**src/rtl/spi_cmd_pkg.sv**
```systemverilog
`timescale 1ns/1ps
package spi_cmd_pkg;

  localparam int REG_CNT  = 8;
  localparam int WIN_AW   = 3;
  localparam int DATA_CNT = 4;

  localparam int OFS_OPC  = 0;
  localparam int OFS_MODE = 1;
  localparam int OFS_AHI  = 2;
  localparam int OFS_ALO  = 3;
  localparam int OFS_DAT  = 4;

  typedef logic [REG_CNT-1:0][7:0] regfile_t;

  typedef struct packed {
    logic       valid;
    logic [3:0] n_addr;
    logic [3:0] n_dummy;
    logic [3:0] n_wr;
    logic [3:0] n_rd;
  } frame_shape_t;

  function automatic frame_shape_t shape_of(input logic [3:0] code);
    frame_shape_t s;
    s = '0;
    s.valid = 1'b1;
    case (code)
      4'h1: ;
      4'h2: s.n_wr = 4'd1;
      4'h3: s.n_rd = 4'd2;
      4'h4: s.n_addr = 4'd3;
      4'h5: begin s.n_addr = 4'd3; s.n_wr = 4'd1; end
      4'h6: begin s.n_addr = 4'd3; s.n_wr = 4'd4; end
      4'h7: begin s.n_addr = 4'd3; s.n_dummy = 4'd1; s.n_rd = 4'd4; end
      4'h8, 4'h9, 4'hA, 4'hB: begin
        s.n_addr = 4'd3;
        s.n_rd   = code - 4'h7;
      end
      default: s.valid = 1'b0;
    endcase
    return s;
  endfunction

  function automatic logic [3:0] frame_len(input frame_shape_t s);
    return 4'd1 + s.n_addr + s.n_dummy + s.n_wr + s.n_rd;
  endfunction

  function automatic logic [3:0] read_base(input frame_shape_t s);
    return 4'd1 + s.n_addr + s.n_dummy + s.n_wr;
  endfunction

endpackage

```
**src/rtl/spi_cmd_clkdiv.sv**
```systemverilog
`timescale 1ns/1ps
module spi_cmd_clkdiv #(
  parameter int HALF = 2
) (
  input  logic clk,
  input  logic rst_n,
  input  logic run,
  output logic tick
);
  localparam int CW = (HALF > 1) ? $clog2(HALF) : 1;
  localparam logic [CW-1:0] LAST = CW'(HALF - 1);

  logic [CW-1:0] cnt_q, cnt_d;

  assign tick = run && (cnt_q == LAST);

  always_comb begin
    cnt_d = cnt_q;
    if (!run || tick) cnt_d = '0;
    else              cnt_d = cnt_q + 1'b1;
  end

  always_ff @(posedge clk or negedge rst_n) begin
    if (!rst_n) cnt_q <= '0;
    else        cnt_q <= cnt_d;
  end
endmodule

```
**src/rtl/spi_cmd_shift.sv**
```systemverilog
`timescale 1ns/1ps
module spi_cmd_shift (
  input  logic       clk,
  input  logic       rst_n,
  input  logic       shift_en,
  input  logic       tick,
  input  logic       load,
  input  logic [7:0] load_byte,
  input  logic       miso,
  output logic       sck,
  output logic       tx_bit,
  output logic       byte_done,
  output logic [7:0] rx_byte
);
  logic [7:0] tx_q, tx_d, rx_q, rx_d;
  logic [2:0] bc_q, bc_d;
  logic       sck_q, sck_d;

  assign sck       = sck_q;
  assign tx_bit    = tx_q[7];
  assign rx_byte   = rx_q;
  assign byte_done = shift_en && tick && sck_q && (bc_q == 3'd7);

  always_comb begin
    tx_d  = tx_q;
    rx_d  = rx_q;
    bc_d  = bc_q;
    sck_d = sck_q;
    if (shift_en && tick) begin
      if (!sck_q) begin
        sck_d = 1'b1;
        rx_d  = {rx_q[6:0], miso};
      end else begin
        sck_d = 1'b0;
        if (bc_q != 3'd7) begin
          tx_d = {tx_q[6:0], 1'b0};
          bc_d = bc_q + 3'd1;
        end
      end
    end
    if (load) begin
      tx_d  = load_byte;
      bc_d  = 3'd0;
      sck_d = 1'b0;
    end
  end

  always_ff @(posedge clk or negedge rst_n) begin
    if (!rst_n) begin
      tx_q  <= '0;
      rx_q  <= '0;
      bc_q  <= '0;
      sck_q <= 1'b0;
    end else begin
      tx_q  <= tx_d;
      rx_q  <= rx_d;
      bc_q  <= bc_d;
      sck_q <= sck_d;
    end
  end
endmodule

```
**src/rtl/spi_cmd_regs.sv**
```systemverilog
`timescale 1ns/1ps
module spi_cmd_regs
  import spi_cmd_pkg::*;
(
  input  logic              clk,
  input  logic              rst_n,
  input  logic              wr_en,
  input  logic [WIN_AW-1:0] wr_addr,
  input  logic [7:0]        wr_data,
  input  logic              busy,
  input  logic              st_en,
  input  logic [1:0]        st_idx,
  input  logic [7:0]        st_data,
  input  logic [WIN_AW-1:0] rd_addr,
  output logic [7:0]        rd_data,
  output regfile_t          regs_flat,
  output logic              start
);
  logic [7:0]   regs_q [REG_CNT];
  logic [7:0]   regs_d [REG_CNT];
  frame_shape_t wr_shape;
  logic         mode_sel, host_ok;

  always_comb wr_shape = shape_of(wr_data[7:4]);

  assign mode_sel = (wr_addr == WIN_AW'(OFS_MODE));
  assign start    = wr_en && !busy && mode_sel && wr_shape.valid;
  assign host_ok  = wr_en && !busy && (!mode_sel || wr_shape.valid);
  assign rd_data  = regs_q[rd_addr];

  for (genvar g = 0; g < REG_CNT; g++) begin : g_reg
    assign regs_flat[g] = regs_q[g];

    if (g >= OFS_DAT) begin : g_data
      always_comb begin
        regs_d[g] = regs_q[g];
        if (host_ok && wr_addr == WIN_AW'(g))
          regs_d[g] = wr_data;
        else if (st_en && st_idx == 2'(g - OFS_DAT))
          regs_d[g] = st_data;
      end
    end else begin : g_ctrl
      always_comb begin
        regs_d[g] = regs_q[g];
        if (host_ok && wr_addr == WIN_AW'(g))
          regs_d[g] = wr_data;
      end
    end

    always_ff @(posedge clk or negedge rst_n) begin
      if (!rst_n) regs_q[g] <= '0;
      else        regs_q[g] <= regs_d[g];
    end
  end
endmodule

```
**src/rtl/spi_cmd_fsm.sv**
```systemverilog
`timescale 1ns/1ps
module spi_cmd_fsm
  import spi_cmd_pkg::*;
(
  input  logic       clk,
  input  logic       rst_n,
  input  logic       start,
  input  logic [7:0] start_code,
  input  regfile_t   regs,
  input  logic       tick,
  input  logic       byte_done,
  input  logic [7:0] rx_byte,
  output logic       busy,
  output logic       shift_en,
  output logic       cs_n,
  output logic       load,
  output logic [7:0] load_byte,
  output logic       st_en,
  output logic [1:0] st_idx,
  output logic [7:0] st_data
);
  typedef enum logic [1:0] {S_IDLE, S_XFER, S_TAIL, S_GAP} state_t;

  state_t       state_q, state_d;
  logic [3:0]   idx_q, idx_d;
  logic [3:0]   nib_q, nib_d;
  frame_shape_t shp_q, shp_d;
  logic         gap_q, gap_d;
  logic [3:0]   len, rbase;

  function automatic logic [7:0] pick(input logic [3:0] idx,
                                      input frame_shape_t s,
                                      input logic [3:0] nib,
                                      input regfile_t r);
    logic [3:0] pos;
    pos = idx - 4'd1 - s.n_addr - s.n_dummy;
    if (idx == 4'd0)                         return r[OFS_OPC];
    if (idx <= s.n_addr) begin
      case (idx)
        4'd1:    return {4'h0, nib};
        4'd2:    return r[OFS_AHI];
        default: return r[OFS_ALO];
      endcase
    end
    if (idx < 4'd1 + s.n_addr + s.n_dummy)   return 8'h00;
    if (pos < s.n_wr)                        return r[OFS_DAT + int'(pos[1:0])];
    return 8'h00;
  endfunction

  assign len      = frame_len(shp_q);
  assign rbase    = read_base(shp_q);
  assign busy     = (state_q != S_IDLE);
  assign shift_en = (state_q == S_XFER);
  assign cs_n     = !((state_q == S_XFER) || (state_q == S_TAIL));
  assign st_en    = shift_en && byte_done && (idx_q >= rbase);
  assign st_idx   = 2'(idx_q - rbase);
  assign st_data  = rx_byte;

  always_comb begin
    state_d   = state_q;
    idx_d     = idx_q;
    nib_d     = nib_q;
    shp_d     = shp_q;
    gap_d     = gap_q;
    load      = 1'b0;
    load_byte = regs[OFS_OPC];
    case (state_q)
      S_IDLE: if (start) begin
        state_d = S_XFER;
        idx_d   = 4'd0;
        shp_d   = shape_of(start_code[7:4]);
        nib_d   = start_code[3:0];
        load    = 1'b1;
      end
      S_XFER: if (byte_done) begin
        if (idx_q == len - 4'd1) begin
          state_d = S_TAIL;
        end else begin
          idx_d     = idx_q + 4'd1;
          load      = 1'b1;
          load_byte = pick(idx_q + 4'd1, shp_q, nib_q, regs);
        end
      end
      S_TAIL: if (tick) begin
        state_d = S_GAP;
        gap_d   = 1'b0;
      end
      default: if (tick) begin
        if (gap_q) state_d = S_IDLE;
        else       gap_d   = 1'b1;
      end
    endcase
  end

  always_ff @(posedge clk or negedge rst_n) begin
    if (!rst_n) begin
      state_q <= S_IDLE;
      idx_q   <= '0;
      nib_q   <= '0;
      shp_q   <= '0;
      gap_q   <= 1'b0;
    end else begin
      state_q <= state_d;
      idx_q   <= idx_d;
      nib_q   <= nib_d;
      shp_q   <= shp_d;
      gap_q   <= gap_d;
    end
  end
endmodule

```
**src/rtl/spi_cmd_master.sv**
```systemverilog
`timescale 1ns/1ps
module spi_cmd_master
  import spi_cmd_pkg::*;
#(
  parameter int CLK_DIV = 4
) (
  input  logic              clk,
  input  logic              rst_n,
  input  logic              wr_en,
  input  logic [WIN_AW-1:0] wr_addr,
  input  logic [7:0]        wr_data,
  input  logic [WIN_AW-1:0] rd_addr,
  output logic [7:0]        rd_data,
  output logic              busy,
  output logic              spi_sck,
  output logic              spi_cs_n,
  output logic              spi_mosi,
  input  logic              spi_miso
);
  localparam int HALF = CLK_DIV / 2;

  if (CLK_DIV < 2 || (CLK_DIV % 2) != 0) begin : g_bad_div
    $error("CLK_DIV must be even and at least 2");
  end

  logic [1:0] rsync_q;
  logic       rst_sync_n;
  regfile_t   regs_q;
  logic       start, tick, byte_done, shift_en, load, st_en, tx_bit;
  logic [7:0] load_byte, rx_byte, st_data;
  logic [1:0] st_idx;

  always_ff @(posedge clk or negedge rst_n) begin
    if (!rst_n) rsync_q <= 2'b00;
    else        rsync_q <= {rsync_q[0], 1'b1};
  end
  assign rst_sync_n = rsync_q[1];

  spi_cmd_regs u_regs (
    .clk(clk), .rst_n(rst_sync_n), .wr_en(wr_en), .wr_addr(wr_addr),
    .wr_data(wr_data), .busy(busy), .st_en(st_en), .st_idx(st_idx),
    .st_data(st_data), .rd_addr(rd_addr), .rd_data(rd_data),
    .regs_flat(regs_q), .start(start)
  );

  spi_cmd_fsm u_fsm (
    .clk(clk), .rst_n(rst_sync_n), .start(start), .start_code(wr_data),
    .regs(regs_q), .tick(tick), .byte_done(byte_done), .rx_byte(rx_byte),
    .busy(busy), .shift_en(shift_en), .cs_n(spi_cs_n), .load(load),
    .load_byte(load_byte), .st_en(st_en), .st_idx(st_idx), .st_data(st_data)
  );

  spi_cmd_clkdiv #(.HALF(HALF)) u_div (
    .clk(clk), .rst_n(rst_sync_n), .run(busy), .tick(tick)
  );

  spi_cmd_shift u_shift (
    .clk(clk), .rst_n(rst_sync_n), .shift_en(shift_en), .tick(tick),
    .load(load), .load_byte(load_byte), .miso(spi_miso), .sck(spi_sck),
    .tx_bit(tx_bit), .byte_done(byte_done), .rx_byte(rx_byte)
  );

  assign spi_mosi = shift_en & tx_bit;
endmodule

```
**config.mk**
```make
export PLATFORM = sky130hd
export DESIGN_NAME = spi_cmd_master
export DESIGN_NICKNAME = d
export VERILOG_FILES = /design/src/rtl/spi_cmd_pkg.sv /design/src/rtl/spi_cmd_clkdiv.sv /design/src/rtl/spi_cmd_shift.sv /design/src/rtl/spi_cmd_regs.sv /design/src/rtl/spi_cmd_fsm.sv /design/src/rtl/spi_cmd_master.sv
export SDC_FILE = /design/constraint.sdc
export NUM_CORES = 1
export LEC_CHECK = 0
export ABC_AREA = 1
export BUFFER_PORTS_ARGS = -buffer_cell sky130_fd_sc_hd__buf_2
export CAP_MARGIN = 20
export CORE_ASPECT_RATIO = 1.25
export CORE_UTILIZATION = 40
export CTS_BUF_LIST = sky130_fd_sc_hd__clkbuf_16
export CTS_CLUSTER_SIZE = 24
export DETAILED_ROUTE_END_ITERATION = 7
export PLACE_DENSITY = 0.68
export SKIP_CTS_REPAIR_TIMING = 1
export SYNTH_ARGS = -nofsm -noshare
export SYNTH_HDL_FRONTEND = slang
export SYNTH_SLANG_ARGS = --single-unit
export TNS_END_PERCENT = 30
```
**constraint.sdc**
```tcl
create_clock -name clk -period 4.1 [get_ports clk]
set_clock_uncertainty 0.15 [all_clocks]
set_input_delay 0.82 -clock clk [delete_from_list [all_inputs] [get_ports clk]]
set_output_delay 0.82 -clock clk [all_outputs]
set_load 0.02 [all_outputs]
```
Word-level counts from Yosys, hierarchy flattened
Cells that the tools add are included.
{"block": "classes", "add_sub_neg": 14, "order_cmp": 6, "n_eq_ne": 33, "n_mux": 83, "n_bitwise": 4, "reduce_logical": 54}
{"cell": "$mux 8", "n": 27}
{"cell": "$bmux 8 s3", "n": 2}
{"cell": "$mux 1", "n": 33}
{"cell": "$lt 32x5->1 const B", "n": 1}
{"cell": "$logic_and 1x1->1", "n": 22}
{"cell": "$reduce_bool 2->1", "n": 9}
{"cell": "$eq 4x3->1 const B", "n": 4}
{"cell": "$eq 4x4->1 const B", "n": 4}
{"cell": "$pmux 8 s2", "n": 1}
{"cell": "$eq 3x3->1 const B", "n": 5}
{"cell": "$mux 2", "n": 7}
{"cell": "$add 4x4->4", "n": 3}
{"cell": "$eq 4x2->1 const B", "n": 3}
{"cell": "$mux 3", "n": 4}
{"cell": "$mux 4", "n": 3}
{"cell": "$pmux 4 s3", "n": 1}
{"cell": "$reduce_or 11->1", "n": 1}
{"cell": "$eq 4x1->1 const B", "n": 2}
{"cell": "$lt 4x4->1", "n": 2}
{"cell": "$pmux 4 s2", "n": 1}
{"cell": "$reduce_or 8->1", "n": 1}
{"cell": "$sub 4x1->4 const B", "n": 2}
{"cell": "$sub 4x4->4", "n": 2}
{"cell": "$eq 2x2->1 const B", "n": 3}
{"cell": "other kinds (36)", "n": 51}
{"block": "word_totals", "reg_bits": 114, "out_inout_bits": 12, "word_cells": 216}

Depth between registers and ports, before layout
Gate-level depths: netlist (run 1).
{"block": "depth", "depth_word": 32, "depth_mapped": 23, "mapped_depth_nobuf": 22}

Modules after synthesis
Synthesis (run 1) repeated with hierarchy kept, for this count alone.
{"block": "unflattened", "cells_unflattened": 1022, "hier_area_um2": 7090.6}
{"module": "spi_cmd_regs", "n_inst": 1, "cells_each": 500, "area_per_inst_um2": 3508.4, "seq_area_each_um2": 1601.5}
{"module": "spi_cmd_fsm", "n_inst": 1, "cells_each": 392, "area_per_inst_um2": 2494.9, "seq_area_each_um2": 475.5}
{"module": "spi_cmd_shift", "n_inst": 1, "cells_each": 120, "area_per_inst_um2": 983.4, "seq_area_each_um2": 500.5}
{"module": "spi_cmd_master", "n_inst": 1, "cells_each": 5, "area_per_inst_um2": 61.3, "seq_area_each_um2": 50.0}
{"module": "spi_cmd_clkdiv", "n_inst": 1, "cells_each": 5, "area_per_inst_um2": 42.5, "seq_area_each_um2": 25.0}

Worst setup path after synthesis (run 1)
No wires, ideal clock.
{"block": "synth_timing", "path_kind": "register to register", "startpoint": "register u_fsm.shp_q[12] (netlist name)", "endpoint": "register u_shift.tx_q[1]", "arrival_time_ps": 2892, "setup_slack_ps": 935, "path_stages_with_launch": 18, "path_buffers": 0, "synth_period_minus_slack_ps": 3165, "path_cell_list": "dfrtp_1 > inv_1 > fa_1 > inv_1 > ha_1 > inv_1 > ha_1 > inv_1 > fa_1 > xnor2_1 > nor3_1 > nand2_1 > nand2_2 > nand2_1 > nor2_1 > inv_1 > nor2_1 > a21oi_1"}
{"block": "synth_via", "elab_chain_cells": 18, "word_cells_on_any_way": 51, "cone_classes": "8 x add/sub; 3 x order compare; 1 x eq/ne; 35 x mux; 4 x reduce/logical"}
{"item": "from (decl)", "line": "spi_cmd_fsm.sv:27", "rtl": "frame_shape_t shp_q, shp_d;"}
{"item": "from (signal assigned)", "line": "spi_cmd_fsm.sv:106", "rtl": "shp_q <= shp_d;"}
{"item": "branches (longest 18 deep; another with $add 1x4->4)"}
{"item": "to (signal assigned)", "line": "spi_cmd_shift.sv:55", "rtl": "tx_q <= tx_d;"}
{"item": "to (decl)", "line": "spi_cmd_shift.sv:15", "rtl": "logic [7:0] tx_q, tx_d, rx_q, rx_d;"}
Parallel ways; which one is timed is not known. The select of a mux whose other input is x is not followed.
A chain may end at the register's enable or synchronous reset.

Worst setup path in the final report (run 1)
{"block": "layout_timing", "startpoint": "register u_fsm.idx_q[0]", "endpoint": "register u_shift.tx_q[5]"}
{"block": "layout_via", "elab_chain_cells": 20, "word_cells_on_any_way": 56, "cone_classes": "5 x add/sub; 3 x order compare; 3 x eq/ne; 40 x mux; 5 x reduce/logical"}
{"item": "from (decl)", "line": "spi_cmd_fsm.sv:25", "rtl": "logic [3:0] idx_q, idx_d;"}
{"item": "from (signal assigned)", "line": "spi_cmd_fsm.sv:104", "rtl": "idx_q <= idx_d;"}
{"item": "$add 4x1->4", "line": "spi_cmd_fsm.sv:81", "rtl": "load_byte = pick(idx_q + 4'd1, shp_q, nib_q, regs);"}
{"item": "$sub 4x1->4", "line": "spi_cmd_fsm.sv:36", "rtl": "pos = idx - 4'd1 - s.n_addr - s.n_dummy;"}
{"item": "$sub 4x4->4 (2 in a row)", "line": "spi_cmd_fsm.sv:36"}
{"item": "$lt 4x4->1", "line": "spi_cmd_fsm.sv:46", "rtl": "if (pos < s.n_wr) return r[OFS_DAT + int'(pos[1:0])];"}
{"item": "$mux 1 (2 in a row)", "line": "spi_cmd_fsm.sv:46"}
{"item": "$mux 1", "line": "spi_cmd_fsm.sv:45", "rtl": "if (idx < 4'd1 + s.n_addr + s.n_dummy) return 8'h00;"}
{"item": "$mux 1", "line": "spi_cmd_fsm.sv:38", "rtl": "if (idx <= s.n_addr) begin"}
{"item": "$mux 1", "line": "spi_cmd_fsm.sv:76", "rtl": "if (idx_q == len - 4'd1) begin"}
{"item": "[2 not listed]"}
{"item": "$mux 8", "line": "spi_cmd_fsm.sv:47", "rtl": "return 8'h00;"}
{"item": "$mux 8", "line": "spi_cmd_fsm.sv:46"}
{"item": "$mux 8", "line": "spi_cmd_fsm.sv:45"}
{"item": "$mux 8", "line": "spi_cmd_fsm.sv:38"}
{"item": "$mux 8", "line": "spi_cmd_fsm.sv:76"}
{"item": "$mux 8", "line": "spi_cmd_fsm.sv:75", "rtl": "S_XFER: if (byte_done) begin"}
{"item": "$mux 8", "line": "spi_cmd_fsm.sv:67", "rtl": "case (state_q)"}
{"item": "$mux 8", "line": "spi_cmd_shift.sv:41", "rtl": "if (load) begin"}
Parallel ways exist; a longest one is shown, timed or not. The select of a mux whose other input is x is not followed.

==> reports/metrics.csv, run 1 <==
metric,value,unit
clk_lat worst skew,0.37,ns
Crit path largest cell delay,0.73,ns
drt pass-1 iters,5,
final setup vio count,0,
TNS Setup,0,ns
Mean Syn Cell Area,7.38,sq um
Most common cell on crit path,inv_1,
initial antenna violation count,0,
RSZ-0062 raised after global routing,false,
ratio of cells with drive above 1 in the final layout,9.55,%
maximum number of pins on one net before global-route repair,51,
All-Layer GR Usage,22.0,%
CTS sink cnt,106,
NetSw,2090,uW
WP depth,14,
Crit Path Category,reg -> reg,
fillcell total,1679,
clock share of power,17.5,%
Fin. Hold Viols,0,
die height,146,microns
CP Cell Sequence,"inv_1, ha_1, ha_1, inv_1, fa_1, inv_1, nand3_1, a21oi_1, nand2_1, nor2_2, nand4_1, nand3_1, nand2_1, a21oi_1",
slowest CP cell,fa_1,
input/output buffers,29,
clk root buf,clkbuf_16,
Initial Util,40.9,%
Most used DFF post-synth,dfrtp_1,
min cycle time layout,3.71,ns
Synth-to-Final Area Change,9.18,%
DRT Wirelength,17.4,mm
CP Launch Type,register,
worst reg2reg path depth,14,
Final period util,90.4,%
"delay-heaviest family, CP",adder cells,
Ports,30,
Net Sw Frac,44.3,%
wire per inst,15.3,microns
Die Area,0.0171,sq mm
dpl hpwl,13.1,mm
Post-Syn Area,0.00662,sq mm
GR Overflow Total,0,
DRT antenna net count,0,
Post-synth EDFFs,0,
Via-to-Cell Ratio,5.16,
actual slew at the worst max-slew pin,0.687,ns
Max Buffers Root-to-Sink,2,
number of global-route vias before repair,5707,
post-synthesis cell type count,37,
"Seq/Total Area, Yosys",40.1,%
num rows,52,
via count,5862,
first-pass GRT wire length,28.7,mm
Hold Path Class,in -> async,
share of total power in combinational logic,46.4,%
post-synthesis register bit count,106,
Leak Pwr,0.00357,uW
CP Data Arrival Time,3.86,ns
Maximum Capacitance Violations,0,
Ant. Diodes,0,
H-tree levels,3,
sequential power share,36.1,%
Placeable Area,0.0162,sq mm
clk slew on worst S/H paths,0.08,ns
final net count,974,
gpl congestion,0.883,
Mapped Nets,955,
CTS tree,built,
post-placement cell count,1121,
DRC violations left,0,
cts bufs inserted,9,
final worst setup slack,0.393,ns
Max IR drop VDD,0.000223,V
"Warnings, synthesis",0,
Slew HR,54.1,%
Max Clock Freq,0.270,GHz
P_int,2630,uW
Buf/Inv on CP,3,
Crit Path Max Fanout,16,
"commonest non-fill, non-tap cells in the layout","nand2_1 (248), o21ai_0 (154), dfrtp_1 (105)",
Worst setup EP type,register,
Die Width,117,microns
Setup Slack @ Placement,0.428,ns
status,"complete, no violations",
Finished Layout Cells,1137,
"Slew Viols, Final",0,
initial DRC count,380,
"commonest non-fill, non-tap cell in the layout",nand2_1,
worst path required time,4.25,ns
count of mapped cells out of synthesis,897,
power density over cell area,652,mW/mm^2
fraction of registers with async set/reset,100,%
[power groups by stage]
stage | clock network, uW | logic (uW) | registers, uW
floorplan | 0 | 1660 | 1620
global placement | 0 | 2130 | 1710
detailed placement | 0 | 2170 | 1710
CTS | 838 | 2190 | 1700
global route | 869 | 2530 | 1750
finish | 823 | 2190 | 1700
[worst paths after layout]
check,from,end,slack [ns]
worst max-delay path,u_fsm.idx_q[0],u_shift.tx_q[5],0.39
worst min-delay path,rst_n,rsync_q[0],0.08
worst max register to register,u_fsm.idx_q[0],u_shift.tx_q[5],0.39
worst min register to register,rsync_q[0],rsync_q[1],0.20
max in group asynchronous,rsync_q[1],u_regs.regs_flat[39],2.72
min in group clk,rsync_q[0],rsync_q[1],0.20
[flip-flops by register name, summed over array words and instances (netlist names)]
register,count
u_regs.regs_flat,64
u_fsm.shp_q,8
u_shift.rx_byte,8
u_shift.tx_q,8
u_fsm.idx_q,4
u_fsm.nib_q,4
u_shift.bc_q,3
rsync_q,2
u_fsm.state_q,2
u_div.cnt_q,1
u_fsm.gap_q,1
u_shift.sck,1
[synth_stat cells, drive strengths merged, types with 4 or more instances]
cell	count	area share, %
nand2	252	15
o21ai	166	13
dfrtp	106	40
inv	104	5.9
nor2	69	4.1
a21oi	42	3.2
ha	36	6.8
nand3	28	2.5
clkbuf	17	0.96
buf	14	1.4
nand4	14	1.3
a31oi	10	0.94
mux2	8	1.4
clkinv	5	0.28
xnor2	5	0.77
fa	4	1.2
[stage by stage]
step	hold WS (ns)	cell area (sq um)	power [uW]	util [%]
after detailed placement	0.189	6960	3880	43.0
after global routing	0.0883	7230	5150	44.6
after floorplan	0.181	6620	3280	-
final	0.0844	7230	4720	44.6
after global placement	0.183	6960	3840	43.0
after CTS	0.0811	7230	4720	44.6
[layout make-up]
class                   count  area [sq um]  area share (%)
repair buffers             39           220            3.05
inverters                 109           409            5.66
clock inverters             7          46.3           0.640
clock buffers               9           225            3.11
flip-flops and latches    106          2660            36.7
well taps                 216           270            3.74
multi-input cells         651          3400            47.1
[cell families (layout without fill, tap and decap cells)]
family / Yosys count / count (layout) / share of synthesized area [%]
muxes: 8 / 8 / 1.36
DFF: 106 / 106 / 40.1
AOI/OAI and AO/OA: 227 / 227 / 17.7
buffers and inverters: 140 / 164 / 8.56
xor gates and xnor gates: 8 / 8 / 1.17
adders and majority gates: 40 / 40 / 8.01
other: 1 / 1 / 0.0566
and+or+nand+nor: 367 / 367 / 23.0
[per-layer routing]
| metal | GRT usage (%) | up-vias | routed length, microns |
|---|---|---|---|
| met5 | 0 | - | 0 |
| met4 | 12.1 | 0 | 836 |
| met3 | 3.00 | 49 | 662 |
| met2 | 36.1 | 140 | 8370 |
| met1 | 27.6 | 2724 | 7560 |
| li1 | - | 2949 | - |
(Power assumes the default switching activity.)
==> run 2, diff against run 1 <==
CELL_PAD_IN_SITES_DETAIL_PLACEMENT = 1   (was default)
CELL_PAD_IN_SITES_GLOBAL_PLACEMENT = 1   (was default)
PLACE_DENSITY = 0.83   (was 0.68)
==> reports/metrics.csv, run 2 (synthesis results as in run 1) <==
metric,value,unit
status,"complete, no violations",
DRT Wirelength,19.9,mm
H-tree levels,3,
DR WL met3,603,microns
Top Layer Used,met4,
Max Clock Freq,0.268,GHz
Die Area,0.0171,sq mm
Slew HR,51.7,%
drt pass-1 iters,4,
RSZ-0062 raised after global routing,false,
"commonest non-fill, non-tap cell in the layout",nand2_1,
Crit Path Category,reg -> reg,
Final period util,90.9,%
ratio of cells with drive above 1 in the final layout,9.45,%
max reg flops,64,
GR Overflow Total,0,
first-pass GRT wire length,32.5,mm
gpl congestion,0.839,
Via-to-Cell Ratio,5.26,
Hold WS,0.0129,ns
Worst setup EP type,register,
Max IR drop VDD,0.000257,V
Die Width,117,microns
Hold Path Class,reg -> async,
maximum number of pins on one net before global-route repair,79,
die height,146,microns
total chip power,4800,uW
CTS sink cnt,106,
number of global-route vias before repair,6193,
input/output buffers,29,
CTS tree,built,
CP Data Arrival Time,3.82,ns
Synth-to-Final Area Change,9.39,%
final net count,975,
Ports,30,
fillcell total,2070,
met2 WL,10.2,mm
num rows,52,
Leak Pwr,0.00358,uW
actual slew at the worst max-slew pin,0.724,ns
initial DRC count,302,
final setup vio count,0,
TNS Setup,0,ns
power density over cell area,663,mW/mm^2
Fin. Hold Viols,0,
worst path required time,4.19,ns
post-layout util,44.7,%
"commonest non-fill, non-tap cells in the layout","nand2_1 (248), o21ai_0 (154), dfrtp_1 (105)",
wire per inst,17.5,microns
clk root buf,clkbuf_16,
Finished Layout Cells,1137,
area occupied by multi-input gates,0.00340,sq mm
via count,5982,
All-Layer GR Usage,25.1,%
dpl hpwl,14.9,mm
Crit Path Max Fanout,8,
post-placement cell count,1121,
min cycle time layout,3.73,ns
cts bufs inserted,9,
initial antenna violation count,0,
Maximum Capacitance Violations,0,
clk slew on worst S/H paths,0.07,ns
Max Buffers Root-to-Sink,2,
wire length on met1,8.58,mm
Ant. Diodes,0,
clk_lat worst skew,0.36,ns
Placeable Area,0.0162,sq mm
"Slew Viols, Final",0,
Reg area,0.00266,sq mm
DRC violations left,0,
CP Launch Type,register,
Initial Util,40.9,%
DRT antenna net count,0,
==> run 2: changes by cell type in the layout (fill, tap and decap cells not counted) <==
cell      previous run  this run
inv_1               96        95
buf_16               0         1
clkinv_1             6         8
clkinv_4             2         0
==> run 2: final cells by class <==
class                      instances  area share, %
multi-input combinational        651           47.0
sequential                       106           36.7
inverter                         109           5.65
tap                              216           3.73
timing repair buffer              40           3.42
clock buffer                       9           3.11
clock inverter                     6          0.449
==> run 2: critical path, cell delays in order, from the launching register on <==
cell and delay [ns]:
dfrtp_1 0.48, inv_1 0.19, fa_1 0.44, inv_1 0.11, ha_1 0.24, inv_1 0.07, ha_1 0.13, inv_1 0.04
fa_1 0.37, inv_1 0.07, nand2_1 0.06, nand2_1 0.07, nand2_1 0.06, nand2_1 0.06, nand2_1 0.04, nand2_1 0.05
nand2_1 0.11, nand2_2 0.15, nand2_1 0.08, nor2_1 0.23, inv_1 0.21, nor2_1 0.14, a21oi_1 0.05
==> run 2: path summary, 6_finish.rpt <==
kind                                       from              endpoint  slack [ns]  cells past startpoint
worst max register to register  u_fsm.shp_q[12]       u_shift.tx_q[4]        0.37                     22
worst max-delay path            u_fsm.shp_q[12]       u_shift.tx_q[4]        0.37                     22
worst min-delay path                 rsync_q[1]  u_regs.regs_flat[47]        0.01                      0
max in group asynchronous            rsync_q[1]       u_shift.tx_q[1]        2.77                      2
worst min register to register       rsync_q[1]  u_regs.regs_flat[47]        0.01                      0
min in group clk                     rsync_q[0]            rsync_q[1]        0.21                      0
==> run 2: metal layers <==
metal	track usage, %	vias up
met2	43.7	86
li1	-	2947
met4	9.37	0
met5	0	-
met1	31.3	2918
met3	3.12	31
==> run 2: per-stage QoR <==
stage          instance area (sq um)  setup WS [ns]
2_1_floorplan                   6620          0.779
3_3_place_gp                    6960          0.539
3_5_place_dp                    6960          0.422
4_1_cts                         7220          0.442
5_1_grt                         7240        0.00186
6_report                        7240          0.371
==> run 2: power by group <==
part           internal, uW  total (uW)  switching, uW
sequential             1410        1720            312
clock                   404         812            408
combinational           823        2270           1450
total                  2630        4800           2170
==> run 3, diff against run 2 <==
PLACE_DENSITY = default   (was 0.83)
PLACE_DENSITY_LB_ADDON = 0.1   (was default)
==> reports/metrics.csv, run 3 (synthesis results as in run 1) <==
metric,value,unit
status,"complete, no violations",
DRC violations left,0,
share of total power in combinational logic,47.4,%
input/output buffers,29,
Buf/Inv on CP,7,
Max Buffers Root-to-Sink,2,
Crit path largest cell delay,0.43,ns
GR Overflow Total,0,
P_int,2630,uW
post-layout util,44.7,%
Slew HR,38.1,%
clock share of power,17.0,%
RSZ-0062 raised after global routing,false,
slowest CP cell,dfrtp_2,
Ports,30,
clk slew on worst S/H paths,0.08,ns
clk root buf,clkbuf_16,
H-tree levels,3,
dpl hpwl,16.1,mm
Reg2Reg Setup Slack,0.47,ns
"Slew Viols, Final",0,
clk_lat worst skew,0.36,ns
Crit Path Max Fanout,10,
min cycle time layout,3.63,ns
CP Launch Type,register,
Net Sw Frac,45.4,%
Via-to-Cell Ratio,5.38,
Reg area,0.00266,sq mm
num rows,52,
Ant. Diodes,0,
initial DRC count,269,
reg2reg end,u_shift.tx_q[6],
maximum number of pins on one net before global-route repair,64,
final net count,976,
"commonest non-fill, non-tap cells in the layout","nand2_1 (248), o21ai_0 (154), dfrtp_1 (104)",
NetSw,2190,uW
number of global-route vias before repair,6435,
met2 WL,10.9,mm
Die Area,0.0171,sq mm
CTS sink cnt,106,
Most common cell on crit path,nand2_1,
Initial Util,40.9,%
Max IR drop VDD,0.000279,V
Placeable Area,0.0162,sq mm
cts bufs inserted,9,
final setup vio count,0,
"delay-heaviest family, CP",adder cells,
Max Clock Freq,0.275,GHz
max reg flops,64,
Final period util,88.6,%
Worst R2R Start,u_fsm.shp_q[12],
drt pass-1 iters,5,
DRT antenna net count,0,
sequential power share,35.6,%
Worst setup EP type,register,
Top Layer Used,met4,
Finished Layout Cells,1139,
worst reg2reg path depth,22,
CP Cell Sequence,"inv_1, fa_1, inv_1, ha_1, inv_1, ha_1, inv_1, fa_1, inv_1, nand2_1, nand2_1, nand2_1, nand2_1, nand2_1, nand2_1, nand2_1, nand2_2, nand2_1, buf_4, inv_1, o21ai_0, a21oi_1",
CP Data Arrival Time,3.77,ns
die height,146,microns
via count,6126,
Crit Path Category,reg -> reg,
"commonest non-fill, non-tap cell in the layout",nand2_1,
initial antenna violation count,0,
Die Width,117,microns
first-pass GRT wire length,34.3,mm
post-placement cell count,1123,
CTS tree,built,
worst path required time,4.23,ns
All-Layer GR Usage,26.8,%
Leak Pwr,0.00358,uW
DR WL met3,567,microns
gpl congestion,0.872,
Fin. Hold Viols,0,
DRT Wirelength,21.1,mm
wire per inst,18.5,microns
Hold Path Class,in -> async,
TNS Setup,0,ns
Maximum Capacitance Violations,0,
area occupied by multi-input gates,0.00341,sq mm
fillcell total,2064,
actual slew at the worst max-slew pin,0.929,ns
ratio of cells with drive above 1 in the final layout,9.75,%
wire length on met1,8.71,mm
power density over cell area,665,mW/mm^2
Synth-to-Final Area Change,9.31,%
-- run 3: how the worst max path moves through the flow --
stage	start	endpoint	depth (start not counted)
6_report	u_fsm.shp_q[12]	u_shift.tx_q[6]	22
5_1_grt	u_fsm.shp_q[12]	u_shift.tx_q[5]	22
4_1_cts	u_fsm.shp_q[12]	u_shift.tx_q[5]	22
3_5_place_dp	u_fsm.shp_q[12]	u_shift.tx_q[5]	22
3_3_place_gp	u_fsm.idx_q[1]	u_shift.tx_q[1]	14
2_1_floorplan	rsync_q[1]	u_div.cnt_q	0
-- run 3: cell type report --
class	instances	share of cell area, %
clock buffers	9	3.11
clock inverters	7	0.501
inverters	109	5.65
multi-input cells	651	47.0
flip-flops and latches	106	36.7
well taps	216	3.73
repair buffers	41	3.25
-- run 3: through the flow --
| step | power [uW] | hold slack, ns | area (sq um) | worst slack [ns] |
|---|---|---|---|---|
| floorplan | 3280 | 0.181 | 6620 | 0.779 |
| global placement | 3900 | 0.190 | 6970 | 0.566 |
| detailed placement | 4020 | 0.187 | 6970 | 0.394 |
| CTS | 4860 | 0.0738 | 7240 | 0.366 |
| global route | 5280 | 0.0763 | 7240 | 0.0560 |
| finish | 4820 | 0.0766 | 7240 | 0.466 |
-- run 3: worst reg2reg max path: stages, from the launching register on --
cell and delay, ns:
dfrtp_2 0.43, inv_1 0.14, fa_1 0.43, inv_1 0.10, ha_1 0.23, inv_1 0.06
ha_1 0.14, inv_1 0.05, fa_1 0.38, inv_1 0.07, nand2_1 0.07, nand2_1 0.07
nand2_1 0.06, nand2_1 0.06, nand2_1 0.05, nand2_1 0.06, nand2_1 0.11, nand2_2 0.15
nand2_1 0.10, buf_4 0.19, inv_1 0.17, o21ai_0 0.13, a21oi_1 0.16
-- run 3: metal layers --
layer  up-vias  global-route usage [%]
met5         -                       0
met4         0                    12.8
met3        49                    2.67
met2        94                    47.0
met1      3032                    32.3
li1       2951                       -
-- run 3: power by group through the flow --
stage | logic (uW) | clock network [uW] | registers (uW)
2_1_floorplan | 1660 | 0 | 1620
3_3_place_gp | 2180 | 0 | 1720
3_5_place_dp | 2280 | 0 | 1730
4_1_cts | 2310 | 836 | 1720
5_1_grt | 2650 | 868 | 1770
6_report | 2280 | 817 | 1720
